**src/rtl/exthdr_pkg.sv**
```systemverilog
package exthdr_pkg;

  typedef enum logic [2:0] {
    ST_START = 3'd0,
    ST_PFX   = 3'd1,
    ST_HDR   = 3'd2,
    ST_GAP   = 3'd3,
    ST_DATA  = 3'd4,
    ST_DROP  = 3'd5
  } rx_state_t;

  typedef enum logic [1:0] {
    FMT_NONE  = 2'd0,
    FMT_SHORT = 2'd1,
    FMT_LONG  = 2'd2,
    FMT_RSVD  = 2'd3
  } pfx_fmt_t;

  localparam int LONG_PFX_BYTES  = 16;
  localparam int SHORT_PFX_BYTES = 4;

  // bit positions (LSB of each field) inside the captured header vector
  localparam int QOS_LSB = 94;
  localparam int QOS_W   = 3;
  localparam int TCI_LSB = 103;
  localparam int TCI_W   = 16;
  localparam int TAG_LSB = 119;
  localparam int SRC_LSB = 140;
  localparam int SRC_W   = 4;
  localparam int OFS_LSB = 144;
  localparam int POP_LSB = 146;
  localparam int TAGCNT_W = 2;

  localparam logic [15:0] TPID_CTAG = 16'h8100;
  localparam logic [15:0] TPID_STAG = 16'h88A8;

  typedef struct packed {
    logic [SRC_W-1:0] src_port;
    logic [QOS_W-1:0] qos;
    logic             tag_s;
    logic [TCI_W-1:0] tci;
  } hdr_meta_t;

endpackage

```
**src/rtl/exthdr_pfx_ref.sv**
```systemverilog
module exthdr_pfx_ref
  import exthdr_pkg::*;
#(
  parameter int CNT_W = 5
) (
  input  pfx_fmt_t         fmt,
  input  logic [CNT_W-1:0] idx,
  output logic [7:0]       exp_byte,
  output logic [CNT_W-1:0] pfx_len
);

  localparam logic [CNT_W-1:0] SHORT_SKIP = CNT_W'(LONG_PFX_BYTES - SHORT_PFX_BYTES);

  logic [CNT_W-1:0] lidx;

  // the short prefix equals the tail of the long one
  always_comb begin
    if (fmt == FMT_SHORT) lidx = idx + SHORT_SKIP;
    else                  lidx = idx;
  end

  always_comb begin
    unique case (fmt)
      FMT_LONG:  pfx_len = CNT_W'(LONG_PFX_BYTES);
      FMT_SHORT: pfx_len = CNT_W'(SHORT_PFX_BYTES);
      default:   pfx_len = '0;
    endcase
  end

  always_comb begin
    if (lidx == CNT_W'(6))       exp_byte = 8'hFE;
    else if (lidx == CNT_W'(12)) exp_byte = 8'h88;
    else if (lidx == CNT_W'(13)) exp_byte = 8'h80;
    else if (lidx == CNT_W'(14)) exp_byte = 8'h00;
    else if (lidx == CNT_W'(15)) exp_byte = 8'h11;
    else                         exp_byte = 8'hFF;
  end

endmodule

```
**src/rtl/exthdr_field_dec.sv**
```systemverilog
module exthdr_field_dec
  import exthdr_pkg::*;
#(
  parameter int HDR_BITS = 224
) (
  input  logic [HDR_BITS-1:0] vec,
  output hdr_meta_t           meta
);

  always_comb begin
    meta.src_port = vec[SRC_LSB +: SRC_W];
    meta.qos      = vec[QOS_LSB +: QOS_W];
    meta.tag_s    = vec[TAG_LSB];
    meta.tci      = vec[TCI_LSB +: TCI_W];
  end

  logic unused_bits;
  assign unused_bits = ^{vec[HDR_BITS-1:SRC_LSB+SRC_W],
                         vec[SRC_LSB-1:TAG_LSB+1],
                         vec[TCI_LSB-1:QOS_LSB+QOS_W],
                         vec[QOS_LSB-1:0]};

endmodule

```
**src/rtl/exthdr_gap_calc.sv**
```systemverilog
module exthdr_gap_calc
  import exthdr_pkg::*;
#(
  parameter int W          = 5,
  parameter int GAP_TWO    = 8,
  parameter int GAP_ONE    = 4
) (
  input  logic [TAGCNT_W-1:0] pop_cnt,
  input  logic [TAGCNT_W-1:0] eth_ofs,
  output logic [W-1:0]        gap_bytes
);

  always_comb begin
    if (pop_cnt == '0 && eth_ofs == '0) gap_bytes = W'(GAP_TWO);
    else if (pop_cnt == '1)             gap_bytes = W'(GAP_ONE);
    else                                gap_bytes = '0;
  end

endmodule

```
**src/rtl/exthdr_rx_parser.sv**
```systemverilog
module exthdr_rx_parser
  import exthdr_pkg::*;
#(
  parameter int HDR_BYTES = 28
) (
  input  logic        clk,
  input  logic        rst_n,
  input  logic [1:0]  pfx_sel,
  input  logic [7:0]  s_tdata,
  input  logic        s_tvalid,
  output logic        s_tready,
  input  logic        s_tlast,
  output logic [7:0]  m_tdata,
  output logic        m_tvalid,
  input  logic        m_tready,
  output logic        m_tlast,
  output logic        m_first,
  output logic [3:0]  m_src_port,
  output logic [2:0]  m_qos,
  output logic [15:0] m_tpid,
  output logic [15:0] m_tci,
  output logic        err_pulse
);

  localparam int HDR_BITS = HDR_BYTES * 8;
  localparam int CNT_MAX  = (HDR_BYTES > LONG_PFX_BYTES) ? HDR_BYTES : LONG_PFX_BYTES;
  localparam int CNT_W    = $clog2(CNT_MAX + 1);
  localparam logic [CNT_W-1:0] HDR_LAST = CNT_W'(HDR_BYTES - 1);

  rx_state_t        state_q, state_d;
  pfx_fmt_t         fmt_q, fmt_d, eff_fmt;
  logic [CNT_W-1:0] cnt_q, cnt_d, gap_q, gap_d, cur_idx;
  logic [CNT_W-1:0] pfx_len, pfx_last, gap_nx;
  logic [7:0]       exp_byte;
  logic             first_q, first_d, err_q, err_d;
  logic             fmt_en, hdr_en, acc, in_pfx;
  logic [HDR_BITS-1:0] hdr_q, hdr_nx;
  hdr_meta_t        meta;

  // format and byte index seen by the current input byte
  assign eff_fmt  = (state_q == ST_START) ? pfx_fmt_t'(pfx_sel) : fmt_q;
  assign cur_idx  = (state_q == ST_START) ? '0 : cnt_q;
  assign pfx_last = pfx_len - 1'b1;
  assign in_pfx   = (state_q == ST_PFX) || ((state_q == ST_START) && (pfx_len != '0));
  assign hdr_nx   = {hdr_q[HDR_BITS-9:0], s_tdata};

  exthdr_pfx_ref #(.CNT_W(CNT_W)) i_pfx_ref (
    .fmt      (eff_fmt),
    .idx      (cur_idx),
    .exp_byte (exp_byte),
    .pfx_len  (pfx_len)
  );

  // gap size taken from the vector as it will be after this byte
  exthdr_gap_calc #(.W(CNT_W)) i_gap_calc (
    .pop_cnt   (hdr_nx[POP_LSB +: TAGCNT_W]),
    .eth_ofs   (hdr_nx[OFS_LSB +: TAGCNT_W]),
    .gap_bytes (gap_nx)
  );

  exthdr_field_dec #(.HDR_BITS(HDR_BITS)) i_field_dec (
    .vec  (hdr_q),
    .meta (meta)
  );

  // stream handshake: pass-through while forwarding, sink otherwise
  assign s_tready = (state_q == ST_DATA) ? m_tready : 1'b1;
  assign acc      = s_tvalid && s_tready;
  assign m_tvalid = (state_q == ST_DATA) && s_tvalid;
  assign m_tdata  = s_tdata;
  assign m_tlast  = s_tlast;
  assign m_first  = (state_q == ST_DATA) && first_q;

  assign m_src_port = meta.src_port;
  assign m_qos      = meta.qos;
  assign m_tci      = meta.tci;
  assign m_tpid     = meta.tag_s ? TPID_STAG : TPID_CTAG;
  assign err_pulse  = err_q;

  always_comb begin
    state_d = state_q;
    cnt_d   = cnt_q;
    gap_d   = gap_q;
    fmt_d   = fmt_q;
    first_d = first_q;
    err_d   = 1'b0;
    fmt_en  = 1'b0;
    hdr_en  = 1'b0;
    if (acc) begin
      unique case (state_q)
        ST_START, ST_PFX, ST_HDR: begin
          if (state_q == ST_START) begin
            fmt_en = 1'b1;
            fmt_d  = eff_fmt;
          end
          if (in_pfx) begin
            if ((s_tdata != exp_byte) || s_tlast) begin
              err_d   = 1'b1;
              state_d = s_tlast ? ST_START : ST_DROP;
            end else if (cur_idx == pfx_last) begin
              state_d = ST_HDR;
              cnt_d   = '0;
            end else begin
              state_d = ST_PFX;
              cnt_d   = cur_idx + 1'b1;
            end
          end else begin
            hdr_en = 1'b1;
            if (s_tlast) begin
              err_d   = 1'b1;
              state_d = ST_START;
            end else if (cur_idx == HDR_LAST) begin
              cnt_d = '0;
              if (gap_nx == '0) begin
                state_d = ST_DATA;
                first_d = 1'b1;
              end else begin
                state_d = ST_GAP;
                gap_d   = gap_nx;
              end
            end else begin
              state_d = ST_HDR;
              cnt_d   = cur_idx + 1'b1;
            end
          end
        end
        ST_GAP: begin
          if (s_tlast) begin
            err_d   = 1'b1;
            state_d = ST_START;
          end else if (cnt_q == gap_q - 1'b1) begin
            state_d = ST_DATA;
            first_d = 1'b1;
            cnt_d   = '0;
          end else begin
            cnt_d = cnt_q + 1'b1;
          end
        end
        ST_DATA: begin
          first_d = 1'b0;
          if (s_tlast) state_d = ST_START;
        end
        ST_DROP: begin
          if (s_tlast) state_d = ST_START;
        end
        default: state_d = ST_START;
      endcase
    end
  end

  always_ff @(posedge clk or negedge rst_n) begin
    if (!rst_n) begin
      state_q <= ST_START;
      cnt_q   <= '0;
      gap_q   <= '0;
      first_q <= 1'b0;
      err_q   <= 1'b0;
    end else begin
      state_q <= state_d;
      cnt_q   <= cnt_d;
      gap_q   <= gap_d;
      first_q <= first_d;
      err_q   <= err_d;
    end
  end

  always_ff @(posedge clk or negedge rst_n) begin
    if (!rst_n)      fmt_q <= FMT_NONE;
    else if (fmt_en) fmt_q <= fmt_d;
  end

  always_ff @(posedge clk or negedge rst_n) begin
    if (!rst_n)      hdr_q <= '0;
    else if (hdr_en) hdr_q <= hdr_nx;
  end

endmodule

```
**config.mk**
```make
export PLATFORM = sky130hd
export DESIGN_NAME = exthdr_rx_parser
export DESIGN_NICKNAME = d
export VERILOG_FILES = /design/src/rtl/exthdr_pkg.sv /design/src/rtl/exthdr_pfx_ref.sv /design/src/rtl/exthdr_field_dec.sv /design/src/rtl/exthdr_gap_calc.sv /design/src/rtl/exthdr_rx_parser.sv
export SDC_FILE = /design/constraint.sdc
export NUM_CORES = 1
export LEC_CHECK = 0
export ABC_AREA = 1
export ABC_CLOCK_PERIOD_IN_PS = 3500
export CELL_PAD_IN_SITES_DETAIL_PLACEMENT = 0
export CELL_PAD_IN_SITES_GLOBAL_PLACEMENT = 1
export CORE_MARGIN = 3
export CORE_UTILIZATION = 40
export CTS_CLUSTER_SIZE = 28
export DETAILED_ROUTE_END_ITERATION = 6
export DONT_BUFFER_PORTS = 1
export PLACE_DENSITY = 0.65
export SYNTH_ARGS = -nofsm -noshare
export SYNTH_HDL_FRONTEND = slang
export SYNTH_SLANG_ARGS = --single-unit
```
**constraint.sdc**
```tcl
create_clock -name clk -period 3.5 [get_ports clk]
set_clock_uncertainty 0.1 [all_clocks]
set_input_delay 0.7 -clock clk [delete_from_list [all_inputs] [get_ports clk]]
set_output_delay 0.7 -clock clk [all_outputs]
set_load 0.005 [all_outputs]
```
After elaboration in Yosys (flattened, before gate mapping)
Cells that the tools add are included.
{"block": "word_totals", "regBits": 161, "inputBits": 15, "output_inout_bits": 52, "word_cells": 113}
{"block": "classes", "add_sub_neg": 5, "eq_ne": 27, "n_mux": 50, "bitwise_logic": 3, "n_reduce_logical": 21}
{"op": "5-bit two-way mux", "n": 10}
{"op": "8-bit two-way mux", "n": 5}
{"op": "3-bit two-way mux", "n": 10}
{"op": "5-bit by 4-bit equality test with 1-bit output, second input constant", "n": 4}
{"op": "5-bit case mux with 2 select lines", "n": 2}
{"op": "1-bit two-way mux", "n": 17}
{"op": "12-bit two-way mux", "n": 1}
{"op": "2-bit != test, second input constant", "n": 6}
{"op": "5-bit by 1-bit adder with 5-bit output, second input constant", "n": 2}
{"op": "5-bit equality test", "n": 2}
{"op": "5-bit by 1-bit subtractor with 5-bit output, second input constant", "n": 2}
{"op": "3-bit != test, second input constant", "n": 3}
{"op": "3-bit case mux with 3 select lines", "n": 1}
{"op": "8-bit != test", "n": 1}
{"op": "8-bit AND reduction", "n": 1}
{"op": "3-bit by 2-bit equality test with 1-bit output, second input constant", "n": 2}
{"op": "3-bit equality test, second input constant", "n": 2}
{"op": "6-bit AND reduction", "n": 1}
{"op": "5-bit by 4-bit adder with 5-bit output, second input constant", "n": 1}
{"op": "5-bit by 3-bit equality test with 1-bit output, second input constant", "n": 1}
{"op": "5-bit equality test, second input constant", "n": 1}
{"op": "1-bit logical AND", "n": 5}
{"op": "5-bit logical NOT", "n": 1}
{"op": "5-bit AND reduction", "n": 1}
{"op": "other kinds (18)", "n": 24}

Logic depth before layout (Yosys ltp)
Gate-level depths: netlist of run 1.
{"block": "depth", "word_depth": 16, "ltp_mapped": 23}

By module
Synthesis of run 1 repeated with hierarchy kept, for this count alone.
{"block": "hier_totals", "cells_unflattened": 890, "area_unflattened_um2": 11074.4}
{"mod": "exthdr_rx_parser", "instances": 1, "cells_each": 807, "area_per_inst_um2": 10590.2, "seq_area_each_um2": 6030.8}
{"mod": "exthdr_pfx_ref", "instances": 1, "cells_each": 46, "area_per_inst_um2": 244.0, "seq_area_each_um2": 0.0}
{"mod": "exthdr_field_dec", "instances": 1, "cells_each": 24, "area_per_inst_um2": 180.2, "seq_area_each_um2": 0.0}
{"mod": "exthdr_gap_calc", "instances": 1, "cells_each": 13, "area_per_inst_um2": 60.1, "seq_area_each_um2": 0.0}

Worst setup path before layout of run 1
Ideal clock, no wire load.
{"block": "synth_timing", "path_kind": "reg2reg", "startpoint": "register state_q[2]", "endpoint": "register cnt_q[1]", "arrival_time_ns": 2.722, "required_ns": 3.277, "path_slack_ns": 0.555, "path_stages_with_launch": 20, "path_buffers": 1, "synth_period_minus_slack_ns": 2.945, "path_cell_list": "dfrtp_1 > nor2_2 > nand2_4 > buf_6 > o21ai_0 > ha_1 > inv_1 > or2_2 > nand2_4 > nand2_8 > nor2_4 > nor2_4 > nand3_1 > nand2_1 > nor3_2 > nand3_2 > nand2_2 > nand2_4 > nand2_1 > o21ai_2"}
{"block": "synth_via", "elab_chain_cells": 14, "elab_cells_between_ends": 45, "classes_between": "3 x add/sub; 17 x eq/ne; 16 x mux; 9 x reduce/logical"}
{"element": "from (decl)", "line_no": "exthdr_rx_parser.sv:30", "text": "rx_state_t state_q, state_d;"}
{"element": "from (signal assigned)", "line_no": "exthdr_rx_parser.sv:159", "text": "state_q <= state_d;"}
{"element": "3-bit logical NOT"}
{"element": "5-bit two-way mux / 2-bit two-way mux (equally long branches)", "line_no": "exthdr_rx_parser.sv:42, exthdr_rx_parser.sv:41"}
{"element": "5-bit by 4-bit adder with 5-bit output / 2-bit by 1-bit equality test with 1-bit output (equally long branches)", "line_no": "exthdr_pfx_ref.sv:18, exthdr_pfx_ref.sv:23"}
{"element": "5-bit two-way mux", "line_no": "exthdr_pfx_ref.sv:18", "text": "if (fmt == FMT_SHORT) lidx = idx + SHORT_SKIP;"}
{"element": "5-bit by 4-bit equality test with 1-bit output", "line_no": "exthdr_pfx_ref.sv:35", "text": "else if (lidx == CNT_W'(15)) exp_byte = 8'h11;"}
{"element": "8-bit two-way mux", "line_no": "exthdr_pfx_ref.sv:35"}
{"element": "8-bit two-way mux", "line_no": "exthdr_pfx_ref.sv:34", "text": "else if (lidx == CNT_W'(14)) exp_byte = 8'h00;"}
{"element": "8-bit two-way mux", "line_no": "exthdr_pfx_ref.sv:33", "text": "else if (lidx == CNT_W'(13)) exp_byte = 8'h80;"}
{"element": "8-bit two-way mux", "line_no": "exthdr_pfx_ref.sv:32", "text": "else if (lidx == CNT_W'(12)) exp_byte = 8'h88;"}
{"element": "8-bit two-way mux", "line_no": "exthdr_pfx_ref.sv:31", "text": "if (lidx == CNT_W'(6)) exp_byte = 8'hFE;"}
{"element": "8-bit != test", "line_no": "exthdr_rx_parser.sv:97", "text": "if ((s_tdata != exp_byte) || s_tlast) begin"}
{"element": "1-bit logical OR", "line_no": "exthdr_rx_parser.sv:97"}
{"element": "3-bit != test (no line)"}
{"element": "5-bit AND reduction (no line)"}
{"element": "to (signal assigned)", "line_no": "exthdr_rx_parser.sv:160", "text": "cnt_q <= cnt_d;"}
{"element": "to (decl)", "line_no": "exthdr_rx_parser.sv:32", "text": "logic [CNT_W-1:0] cnt_q, cnt_d, gap_q, gap_d, cur_idx;"}
Parallel ways exist; a longest one is shown, timed or not. The select of a mux whose other input is x is not followed.
A chain may end at the register's enable or synchronous reset.

Worst setup path in the final report of run 1
{"block": "layout_timing", "startpoint": "register state_q[2]", "endpoint": "register cnt_q[2]"}
The elaborated chain is that of the path after synthesis.

==> metrics.txt, run 1 <==
ANT cells=0; synthesized area per cell=around 9 um2; Die Area=19700 um2; critical path capture point type=flop; status=finished with violations; Fillers=between 1.5k and 2k; Final Cell Area=between 7000 and 8000 um2; Fmax achieved=316 MHz; via count=between 4k and 5k; CTS tree=done; Worst Path Buf+Inv=1; M1 GR Usage=0.182; Adder-Cell Fraction of Synth Area=0.0191; Max H-tree Level=4; mux contribution to synthesized area=0.00918; storage element area=3950 um2; global routing's busiest layer=met2; crit path cell chain=nor2_2, nand2_4, o21ai_0, ha_1, inv_1, or2_2, nand2_4, nand2_8, a21oi_2, nor2_1, nand2_1, o21ai_0, nor2_1, nand3_2, nand2_2, nand2_4, nand2_1, o21ai_2; PD cells=roughly 1000 nW/um2; port bufs=0; Ports=67; Starting Density=0.413; row count=48; Post-Synth Simple-Gate Area=0.167; worst hold slack=-130 ps; unrepaired setup endpoints after global routing=no; Clock Sinks=158; Synth area leader=dfrtp_1; post-cts sizing count=0; Post-Syn Area=a little over 7000 um2; synth unique cells=45; share of layout cells above drive strength 1=0.0959; CP Max Fanout=13; Final setup viols=0; overall routing resource usage=0.134; Min-Delay Path Class=primary input to asynchronous set/reset pin; max cap viols=0; WP data arrival=roughly 3400 ps; worst-skew pair later-pin latency=420 ps; vias per cell=between 4 and 5; initial antenna violation count=0; most frequent cell after synthesis=dfrtp_1; final core occ=0.443; worst path required time=roughly 3700 ps; Yosys reg bits=158; Critical Path Max Stage Delay=approximately 440 ps; Final period util=0.905; height of the die=140 um; fin nets=roughly 790; Critical R2R Capture=cnt_q[2]; Post-CTS Setup Bufs=0; CP startpoint kind=flop; slowest CP cell=dfrtp_1; CTS Buf Count=17; first-pass GRT wire length=between 20000 and 25000 um; main combinational cell family by area after synthesis=simple AND/OR/NAND/NOR gates; share of the synthesized area in the top cell type=0.548; Clock Tree Root=clkbuf_16; largest net degree at the start of global routing=159; Area contributors post-synth=dfrtp_1, nand2_1, o21ai_0; per-cell routed wire length=about 12 um; GR Util met3=0.0393; final wirelength=12400 um; GRT met2 Usage=0.203; CP delay by family, top=simple AND/OR/NAND/NOR gates; number of global-route vias before repair=4474; GRT overflow=0; Post-route DRC=0; Worst-path clk slew=approximately 70 ps; 1st-pass router iterations=4; setup TNS=0 ps; area of placed instances=just over 7000 um2; Multi-input gate area=roughly 2400 um2; sequential area share after synthesis=0.548; R2R depth=18; final hold violation count=158; Worst VDD drop=0.420 mV; Most common cell on crit path=nand2_4; FF-to-FF setup slack=approximately 330 ps; ANT nets after route=0; Die X-Extent=approximately 140 um; Layout area overhead=7.21%; core area=17500 um2; number of synthesized flops with an enable pin=0; cells after synthesis=about 810; share of flip-flops with an asynchronous set or reset=1.00; failing checks=negative hold slack; XOR/XNOR Fraction of Synth Area=0.0109; Synth Area in Compound Gates=0.121; Synth top cells by count=dfrtp_1, nand2_1, inv_1; number of DRC markers in iteration 0=342; synth warn=0; total power=between 0.007 and 0.008 W; Worst Path Class, Setup=flop to flop; Synth Flop Type=dfrtp_1; CTS Buffer Depth=2; Final min period=3170 ps; HPWL Detailed=8150 um; r2r startpoint=state_q[2]; Final Max Tran Viols=0; P_leak=around 3.6 nW; routability cong.=~0.88
-- cells by family after synthesis --
family,Yosys count
DFF,158
and+or+nand+nor,263
other,2
AOI/OAI and AO/OA,169
adders and majority gates,11
buffers and inverters,187
muxes,6
xor gates and xnor gates,9
-- cell type report --
class | count | share of cell area
Sequential cell | 158 | 0.511
Timing Repair Buffer | 8 | 0.0126
Clock buffer | 22 | 0.0613
Inverter | 105 | 0.0509
Clock inverter | 10 | 0.0163
Multi-Input combinational cell | 469 | 0.312
Tap cell | 225 | 0.0364
-- cell usage in the layout (no fill, tap or decap), types with 3 or more instances in the layout --
master and count:
inv_6 3, nand3_1 13, a21oi_1 74, conb_1 11, nor3_1 3, nand2_4 4, buf_4 5, inv_1 103
dfrtp_1 158, nand2_1 127, ha_1 11, xor2_1 5, clkbuf_8 3, nor2_1 87, clkbuf_16 17, nand3_4 3
mux2_2 5, o21ai_0 84, xnor2_1 4, buf_12 3, or2_2 3, nand2_2 4, o21ai_2 3, nand4_1 4
-- through the flow --
| stage | std cells | hold slack (ps) | setup WS (ps) |
|---|---|---|---|
| 2_1_floorplan | 814 | 304 | 555 |
| 5_1_grt | 997 | -157 | 28.2 |
| 3_3_place_gp | 965 | 308 | 414 |
| 6_report | 997 | -130 | 331 |
| 3_5_place_dp | 965 | 309 | 343 |
| 4_1_cts | 997 | -148 | 313 |
-- registers in the layout, indices dropped and copies added (netlist names) --
| register | count |
|---|---|
| state_q | 3 |
| fmt_q | 2 |
| err_pulse | 1 |
| first_q | 1 |
| gap_q | 2 |
| cnt_q | 5 |
| hdr_q | 144 |
-- metal layers --
layer,up-vias,share of wire
li1,2372,-
met1,2146,0.47
met2,81,0.46
met3,17,0.047
met4,0,0.018
met5,-,0
-- power breakdown --
part	switching (W)	internal [W]	total (W)
logic	0.00166	0.000979	0.00264
registers	0.000460	0.00276	0.00322
clock network	0.000744	0.00112	0.00186
total	0.00287	0.00485	0.00772
-- how the worst max path moves through the flow --
| stage | endpoint | depth (start not counted) | from | slack [ps] |
|---|---|---|---|---|
| 2_1_floorplan | cnt_q[1] | 19 | state_q[2] | 550 |
| 3_3_place_gp | cnt_q[2] | 20 | state_q[2] | 410 |
| 3_5_place_dp | cnt_q[1] | 18 | state_q[2] | 340 |
| 4_1_cts | cnt_q[2] | 18 | state_q[2] | 310 |
| 5_1_grt | cnt_q[2] | 20 | state_q[2] | 30 |
| 6_report | cnt_q[2] | 18 | state_q[2] | 330 |
Power figures use the tool's default switching activity.
==> run 2: changes to the inputs <==
HOLD_SLACK_MARGIN = 0.08   (was default)
==> results of run 2 <==
No change in the layout: final DEF, timing and power equal those of run 1.
